--- src/rtl/bus_sel_pkg.sv ---
package bus_sel_pkg;

  // Advance a master index by one, wrapping at the master count.
  function automatic int unsigned wrap_next(input int unsigned idx,
                                            input int unsigned count);
    if (idx + 1 >= count) return 0;
    return idx + 1;
  endfunction

endpackage

--- src/rtl/rsel_rst_sync.sv ---
module rsel_rst_sync #(
  parameter int STAGES = 2
) (
  input  logic clk,
  input  logic rst_in_n,
  output logic rst_out_n
);

  logic [STAGES-1:0] sync_q;

  always_ff @(posedge clk or negedge rst_in_n) begin
    if (!rst_in_n) sync_q <= '0;
    else           sync_q <= {sync_q[STAGES-2:0], 1'b1};
  end

  assign rst_out_n = sync_q[STAGES-1];

endmodule

--- src/rtl/rsel_rr_pick.sv ---
module rsel_rr_pick #(
  parameter int N_MASTERS = 4,
  localparam int IW = (N_MASTERS > 1) ? $clog2(N_MASTERS) : 1
) (
  input  logic [N_MASTERS-1:0] req_act,
  input  logic [IW-1:0]        ptr,
  output logic                 pick_valid,
  output logic [IW-1:0]        pick_idx
);

  // The loop walks from the farthest offset down to offset zero, so the
  // candidate closest to the pointer writes last and wins.
  always_comb begin
    pick_valid = 1'b0;
    pick_idx   = '0;
    for (int k = N_MASTERS - 1; k >= 0; k--) begin
      int j;
      j = int'(ptr) + k;
      if (j >= N_MASTERS) j = j - N_MASTERS;
      if (req_act[j]) begin
        pick_valid = 1'b1;
        pick_idx   = IW'(j);
      end
    end
  end

endmodule

--- src/rtl/rsel_owner.sv ---
module rsel_owner
  import bus_sel_pkg::*;
#(
  parameter int N_MASTERS = 4,
  localparam int IW = (N_MASTERS > 1) ? $clog2(N_MASTERS) : 1
) (
  input  logic                 clk,
  input  logic                 rst_n,
  input  logic [N_MASTERS-1:0] req_act,
  input  logic                 ext_gnt_act,
  input  logic                 pick_valid,
  input  logic [IW-1:0]        pick_idx,
  output logic                 owner_valid,
  output logic [IW-1:0]        owner_idx,
  output logic [IW-1:0]        ptr,
  output logic                 last_valid,
  output logic [IW-1:0]        last_idx
);

  logic          own_v_d, last_v_d;
  logic [IW-1:0] own_i_d, ptr_d, last_i_d;
  logic          own_en, ptr_en, take_new, release_now;

  assign release_now = owner_valid && (!req_act[owner_idx] || !ext_gnt_act);
  assign take_new    = !owner_valid && ext_gnt_act && pick_valid;

  always_comb begin
    own_v_d  = owner_valid;
    own_i_d  = owner_idx;
    ptr_d    = ptr;
    last_v_d = last_valid;
    last_i_d = last_idx;
    own_en   = release_now || take_new;
    ptr_en   = take_new;
    if (release_now) begin
      own_v_d = 1'b0;
    end else if (take_new) begin
      own_v_d  = 1'b1;
      own_i_d  = pick_idx;
      ptr_d    = IW'(wrap_next(int'(pick_idx), N_MASTERS));
      last_v_d = 1'b1;
      last_i_d = pick_idx;
    end
  end

  always_ff @(posedge clk or negedge rst_n) begin
    if (!rst_n) begin
      owner_valid <= 1'b0;
      owner_idx   <= '0;
      last_valid  <= 1'b0;
      last_idx    <= '0;
    end else if (own_en) begin
      owner_valid <= own_v_d;
      owner_idx   <= own_i_d;
      last_valid  <= last_v_d;
      last_idx    <= last_i_d;
    end
  end

  always_ff @(posedge clk or negedge rst_n) begin
    if (!rst_n)      ptr <= '0;
    else if (ptr_en) ptr <= ptr_d;
  end

  assert_hold_owner_R6: assert property (@(posedge clk) disable iff (!rst_n)
    (owner_valid && req_act[owner_idx] && ext_gnt_act)
      |=> (owner_valid && $stable(owner_idx)));

  assert_release_R7: assert property (@(posedge clk) disable iff (!rst_n)
    (owner_valid && !ext_gnt_act) |=> !owner_valid);

  assert_no_grant_without_ext_R8: assert property (@(posedge clk) disable iff (!rst_n)
    (!owner_valid && !ext_gnt_act) |=> !owner_valid);

endmodule

--- src/rtl/rsel_park.sv ---
module rsel_park (
  input  logic clk,
  input  logic rst_n,
  input  logic any_req,
  input  logic ext_gnt_act,
  input  logic last_valid,
  input  logic owner_valid,
  output logic park_valid,
  output logic lane_lo_en,
  output logic lane_hi_en
);

  logic park_d;

  always_comb begin
    park_d = last_valid && ext_gnt_act && !any_req;
  end

  always_ff @(posedge clk or negedge rst_n) begin
    if (!rst_n) park_valid <= 1'b0;
    else        park_valid <= park_d;
  end

  assign lane_lo_en = owner_valid || park_valid;
  assign lane_hi_en = owner_valid;

  assert_park_not_owned_R9: assert property (@(posedge clk) disable iff (!rst_n)
    park_valid |-> !owner_valid);

  assert_hi_lane_off_when_parked_R10: assert property (@(posedge clk) disable iff (!rst_n)
    park_valid |-> !lane_hi_en);

endmodule

--- src/rtl/bus_req_selector.sv ---
module bus_req_selector #(
  parameter int N_MASTERS = 4,
  localparam int IW = (N_MASTERS > 1) ? $clog2(N_MASTERS) : 1
) (
  input  logic                 clk,
  input  logic                 rst_n,
  input  logic [N_MASTERS-1:0] int_req_n,
  output logic [N_MASTERS-1:0] int_gnt_n,
  output logic                 ext_req_n,
  input  logic                 ext_gnt_n,
  output logic                 park_valid,
  output logic [IW-1:0]        park_idx,
  output logic                 lane_lo_en,
  output logic                 lane_hi_en
);

  logic                 rst_s_n;
  logic [N_MASTERS-1:0] req_act;
  logic                 any_req, ext_gnt_act;
  logic                 pick_valid;
  logic [IW-1:0]        pick_idx, ptr;
  logic                 owner_valid, last_valid;
  logic [IW-1:0]        owner_idx, last_idx;
  logic                 ext_req_q;

  rsel_rst_sync #(.STAGES(2)) u_rst (
    .clk(clk), .rst_in_n(rst_n), .rst_out_n(rst_s_n)
  );

  assign req_act     = ~int_req_n;
  assign any_req     = |req_act;
  assign ext_gnt_act = !ext_gnt_n;

  rsel_rr_pick #(.N_MASTERS(N_MASTERS)) u_pick (
    .req_act(req_act), .ptr(ptr),
    .pick_valid(pick_valid), .pick_idx(pick_idx)
  );

  rsel_owner #(.N_MASTERS(N_MASTERS)) u_owner (
    .clk(clk), .rst_n(rst_s_n),
    .req_act(req_act), .ext_gnt_act(ext_gnt_act),
    .pick_valid(pick_valid), .pick_idx(pick_idx),
    .owner_valid(owner_valid), .owner_idx(owner_idx), .ptr(ptr),
    .last_valid(last_valid), .last_idx(last_idx)
  );

  rsel_park u_park (
    .clk(clk), .rst_n(rst_s_n),
    .any_req(any_req), .ext_gnt_act(ext_gnt_act),
    .last_valid(last_valid), .owner_valid(owner_valid),
    .park_valid(park_valid), .lane_lo_en(lane_lo_en), .lane_hi_en(lane_hi_en)
  );

  // Merged request, registered so the external pin comes straight off a flop.
  always_ff @(posedge clk or negedge rst_s_n) begin
    if (!rst_s_n) ext_req_q <= 1'b0;
    else          ext_req_q <= any_req;
  end
  assign ext_req_n = !ext_req_q;

  generate
    for (genvar g = 0; g < N_MASTERS; g++) begin : g_gnt
      assign int_gnt_n[g] = !(owner_valid && (owner_idx == IW'(g)));
    end
  endgenerate

  assign park_idx = last_idx;

  assert_one_grant_R3: assert property (@(posedge clk) disable iff (!rst_s_n)
    $onehot0(~int_gnt_n));

  assert_ext_req_follows_R2: assert property (@(posedge clk) disable iff (!rst_s_n)
    (|(~int_req_n)) |=> !ext_req_n);

  assert_grant_needs_request_R4: assert property (@(posedge clk) disable iff (!rst_s_n)
    (!owner_valid && !(|(~int_req_n))) |=> (&int_gnt_n));

endmodule

--- config.mk ---
export PLATFORM = sky130hd
export DESIGN_NAME = bus_req_selector
export DESIGN_NICKNAME = d
export VERILOG_FILES = /design/src/rtl/bus_sel_pkg.sv /design/src/rtl/rsel_rst_sync.sv /design/src/rtl/rsel_rr_pick.sv /design/src/rtl/rsel_owner.sv /design/src/rtl/rsel_park.sv /design/src/rtl/bus_req_selector.sv
export SDC_FILE = /design/constraint.sdc
export NUM_CORES = 1
export LEC_CHECK = 0
export ABC_AREA = 1
export BUFFER_PORTS_ARGS = -buffer_cell sky130_fd_sc_hd__buf_2
export CAP_MARGIN = 20
export CORE_MARGIN = 4
export CORE_UTILIZATION = 50
export DETAILED_ROUTE_END_ITERATION = 7
export GPL_TIMING_DRIVEN = 0
export PLACE_DENSITY = 0.76
export RECOVER_POWER = 25
export SLEW_MARGIN = 20
export SYNTH_ARGS = -nofsm -noshare
export SYNTH_HDL_FRONTEND = slang
export SYNTH_SLANG_ARGS = --single-unit
--- constraint.sdc ---
create_clock -name clk -period 1.4 [get_ports clk]
set_input_delay 0.42 -clock clk [delete_from_list [all_inputs] [get_ports clk]]
set_output_delay 0.42 -clock clk [all_outputs]
set_load 0.1 [all_outputs]
==> results of run 1 <==
==> kinds of logic after synthesis <==
family                 count (synthesis)
AOI/OAI and AO/OA                      6
buffers and inverters                 14
DFF                                   10
other                                  1
and+or+nand+nor                       66
==> what timing repair did <==
item                       4_1_cts
hold endpoints to repair         2
resized for setup               49
pin swaps                       16
setup buffers                   13
hold buffers                     1
setup endpoints to repair       13
cloned                           0
==> through the flow <==
step                      util (%)  cell area (um2)  std cells
after floorplan                  -              732         97
after global placement        70.8              830        127
after detailed placement      70.8              830        127
after CTS                     96.5             1130        145
==> results.txt, run 1 <==
The xor/xnor cell area share of the yosys netlist came out at 0%. The run stopped with a tool error. The count of buffers inserted at the top-level ports is 16. The share of synthesized flip-flops with an asynchronous set or reset came out at 100%.

Of the total synthesized cell area, the portion taken by AND, OR, NAND and NOR gates is 46.4%. The tree is rooted in a clkbuf_4. The flow stopped in global routing (5_1_grt).

dfrtp_1 takes more of the synthesized area than any other cell. After synthesis the netlist holds a flip-flop and latch count of 10. The area share of fa/ha/maj cells after synthesis came out at 0%.

In the synthesized netlist the dominant register cell turns out to be dfrtp_1. The cell count after synthesis came out at 97. After the last repair the worst path ends at a primary output. The multiplexer share of the synthesized area is 0%. Measured along the x axis, the die boundary spans 44.4 um. The share of the yosys chip area belonging to registers is 37.9%. The largest net degree at the start of global routing came out at 9. In this run the deepest clock path goes through 2 buffers. After synthesis, the largest family of logic cells by area is simple AND/OR/NAND/NOR gates. 17 I/O pins were placed. The weighted congestion at the end of routability-driven global placement came out at 0.866.

The level count of the clock H-tree came out at 1. The number of flops mapped to enable cells by yosys is 0. In this run the cell area of the synthesized design comes to 661 um2. The floorplan has 12 rows. At the placement stage, the worst setup path has a slack of -0.184 ns.

The synthesized net count is 104. The share of synthesized area in the top cell type comes to 37.9%. The Yosys warning count is 0. The total clock sinks is 10.

The number of buffers created by CTS came out at 3. The half-perimeter wire length of the detailed placement result is 1.26 mm. A synthesized cell averages 6.81 um2. In the post-synthesis netlist, the biggest area contributors are dfrtp_1 (38%), nand2_1 (20%), nand3_1 (9.1%). The synthesized netlist devotes 5.68% of its cell area to compound gates. For this configuration, the core starts out at a cell density of 56.4%. In this run, distinct cell masters in the synthesized netlist total 22. The most instantiated library cell after synthesis is nand2_1. The die extent in y came out at 44.4 um. The tool reported: "[ERROR DPL-0038] Utilization greater than 100%, impossible to legalize". After synthesis, the most frequently instantiated cells are nand2_1 (35), nand3_1 (12), dfrtp_1 (10), inv_1 (10), nand2_2 (7). When the global-route repair_timing finished, the worst setup path ended at lane_lo_en.
==> inputs of run 2 (changes only) <==
--- a/config.mk
+++ b/config.mk
@@ -8,11 +8,11 @@
 export ABC_AREA = 1
 export BUFFER_PORTS_ARGS = -buffer_cell sky130_fd_sc_hd__buf_2
 export CAP_MARGIN = 20
-export CORE_MARGIN = 4
-export CORE_UTILIZATION = 50
+export CORE_AREA = 4 4 65 67
 export DETAILED_ROUTE_END_ITERATION = 7
+export DIE_AREA = 0 0 69 71
 export GPL_TIMING_DRIVEN = 0
-export PLACE_DENSITY = 0.76
+export PLACE_DENSITY_LB_ADDON = 0.15
 export RECOVER_POWER = 25
 export SLEW_MARGIN = 20
 export SYNTH_ARGS = -nofsm -noshare
==> run 2 against run 1 <==
  * The flow now finishes, with violations (negative setup slack)
  * Synthesized cell count unchanged
  * Area after synthesis stayed put
==> results.txt, run 2 <==
The run finished, with violations left. The checks that failed: negative setup slack. The count of unique library cells instantiated by Yosys came out at 22 (unchanged). The total congestion overflow after global routing is 0. The worst setup path is launched from a flop. The die width is 69 um (+56%).

The maximum buffer depth of the clock tree is 2 (unchanged). In the routed layout, each cell is associated on average with a via count of 4.05. The worst hold slack across all endpoints is 0.130 ns. The clock latency reported for the late side of the worst-skew pair came out at 0.23 ns.

The final worst-path setup slack came out at -0.192 ns. The die covers 4900 um2. The final layout contains routed wiring with a total length of 2.12 mm.

The cell count after synthesis came out at 97 (unchanged). The number of antenna violations at the first check in global routing is 0. Leaving out fill and tap cells, the most frequent cell in the layout is nand2_1. The total clock sinks is 10 (unchanged). VDD sags by at most 0.889 mV. By count the netlist is led by nand2_1 (35), nand3_1 (12), dfrtp_1 (10), inv_1 (10), nand2_2 (7). The final setup skew is 0.000578 ns. The biggest area consumer among synthesized cells is dfrtp_1. The Yosys warning count is 0 (unchanged).

The fmax is 628 MHz. The remaining antenna violation count came out at 0. The sequential cell area came out at 264 um2. The synthesized area per cell came to 6.81 um2 (unchanged). The number of antenna cells inserted is 0. The number of ports placed on the die boundary is 17 (unchanged).

Cells fill 36.7% of the core in the end. STA classifies the critical path endpoint as an output pin. The level count of the clock H-tree came to 1 (unchanged). The placement-stage cell area is 872 um2 (+5.1%).

The critical path required time came out at 0.98 ns. The area of combinational cells with multiple inputs came out at 536 um2. In the final design database the tool counted 140 nets. The largest fanout on the critical path came out at 7. The synthesized net count came out at 104 (unchanged). Counting the fill cells in the layout gives 390. Sorting the synthesized cells by area gives the leading types as dfrtp_1 (38%), nand2_1 (20%), nand3_1 (9.1%). The fraction of final layout cells sized beyond drive strength 1 came out at 64.4%. The slew of the pin with the lowest slew margin is 0.509 ns. The root buffer cell chosen for the clock tree is clkbuf_8. The total negative slack for setup checks came out at -1.20 ns. The number of buffers created by CTS is 3 (unchanged). The final count of pins violating max slew came to 0. The layout-stage area growth over the synthesis result is 102%.

The die extent in y is 71 um (+60%). The path category of the worst min-delay check is flop to asynchronous set/reset pin. The endpoint identified for the worst register-to-register timing path is u_owner.ptr[0]$_DFFE_PN0P_. Setup repair after global routing could not meet its margin everywhere. The finished cells cover 1330 um2.

The startpoint identified for the worst register-to-register timing path is u_owner.ptr[0]$_DFFE_PN0P_. The number of placement rows is 22 (+10). The largest registers in the layout are u_owner.owner_idx: 2 flops, u_owner.ptr: 2 flops, u_rst.sync_q: 2 flops. The weighted congestion at the end of routability-driven global placement came out at 0.757 (-13%). The ratio of total power to cell area came out at 2630 nW/um2.

The launch point of the critical path is u_owner.owner_valid$_DFFE_PN0P_. The most common cell in the synthesized netlist is nand2_1. The clock slew seen by the registers of the worst setup and hold paths is 0.05 ns. In this run the standard cell core region covers 3630 um2. The worst relative slew slack came out at 65.9%.

The number of cell instances on the worst register-to-register path is 11. The half-perimeter wire length of the detailed placement result came to 1.35 mm (+6.7%). The number of global-route vias before repair came out at 751.

The largest net degree at the start of global routing came out at 9. The share of the yosys chip area belonging to registers is 37.9% (unchanged). The vias after detailed routing came out at 729. For this run, the leading register cell type out of synthesis is dfrtp_1. The number of DRC violations after detailed routing is 0.

The leakage power total is 0.651 nW. TritonCTS built the clock tree. The global-route wire length before repair came out at 3.31 mm. For the finished layout, the period the worst path requires is 1.59 ns. The fraction of post-synthesis cell area in the top cell type by area came out at 37.9% (unchanged). STA puts the critical path data arrival time at 1.17 ns.

The final count of hold timing violations is 0. The starting density of the core came out at 18.2% (-38 points). The detailed-route wire length per cell is 11.8 um. The share of synthesized flip-flops with an asynchronous set or reset is 100% (unchanged). Setup violations remaining at the end of the flow were counted as 10. Across every metal layer, demand over resource in global routing totals 8.04%. The number of synthesized register bits came out at 10 (unchanged). The worst reg-to-reg setup slack came out at -0.07 ns. In the layout the commonest cells are nand2_1 (15), nand2_4 (14), nand2_2 (14), buf_4 (14), buf_12 (9). The number of flops mapped to enable cells by yosys is 0 (unchanged). The mapped cell area came out at 661 um2 (unchanged).

The first-pass iteration count of the detailed router came out at 4. The violation count after the first detailed-routing iteration is 8. By startpoint and endpoint, the worst setup path is classified as flop to output pin.

The post-placement worst setup slack is -0.254 ns (-0.0702 ns). The period utilization came out at 114%. The count of buffers inserted at the top-level ports came out at 16 (unchanged). The number of max-capacitance violations reported came out at 0.
==> run 2: how the worst max path moves through the flow <==
| stage | end | slack [ns] | depth (start not counted) |
|---|---|---|---|
| floorplan | int_gnt_n[0] | -0.21 | 2 |
| global placement | u_owner.owner_idx[0]$_DFFE_PN0P_ | -0.32 | 6 |
| detailed placement | u_owner.owner_idx[0]$_DFFE_PN0P_ | -0.25 | 6 |
| CTS | lane_lo_en | -0.20 | 2 |
| global route | lane_lo_en | -0.22 | 2 |
| finish | lane_lo_en | -0.19 | 2 |
==> run 2: area by class of cell <==
cell class	instances	share of cell area [%]
inverter	13	5.26
buffer	1	0.845
sequential	10	19.8
multi-input combinational	73	40.2
timing repair buffer	31	25.3
tap	48	4.51
clock buffer	4	4.13
==> run 2: metrics by stage <==
step	cells	power, mW
2_1_floorplan	97	1.91
6_report	180	3.51
4_1_cts	172	2.89
5_1_grt	180	3.73
3_3_place_gp	161	2.16
3_5_place_dp	161	2.16
==> run 2: worst max-delay path: stages (launching register included) <==
cell and delay (ns):
dfrtp_4 0.52, or2_4 0.25, buf_12 0.16
==> run 2: repair_timing <==
| action | in CTS | in global routing |
|---|---|---|
| buffers inserted | 6 | 8 |
| gates resized for setup | 40 | 42 |
| endpoints found under the setup margin | 15 | 13 |
| hold endpoints to repair | 2 | 0 |
| hold buffers | 1 | 0 |
| pin swaps | 11 | 10 |
==> run 2: routing by layer <==
metal  GRT usage, %  vias to the layer above  part of all wire (%)
li1               -                      373                     -
met1           9.94                      350                    44
met2           14.7                        6                    54
met3          0.994                        0                   1.8
met4           1.95                        0                     0
met5              0                        -                     0
==> run 2: power breakdown <==
group	total, mW	leakage [nW]	switching (mW)	internal [mW]
clock network	0.349	0.0288	0.103	0.246
logic	2.63	0.513	1.59	1.04
registers	0.529	0.109	0.142	0.387
total	3.51	0.651	1.83	1.68
==> run 2: logic make-up after synthesis <==
group	Yosys count	synth area share, %
buffers and inverters	14	9.47
other	1	0.568
flip-flops	10	37.9
AO/OA/AOI/OAI	6	5.68
AND/OR/NAND/NOR	66	46.4
(Power assumes the default switching activity.)
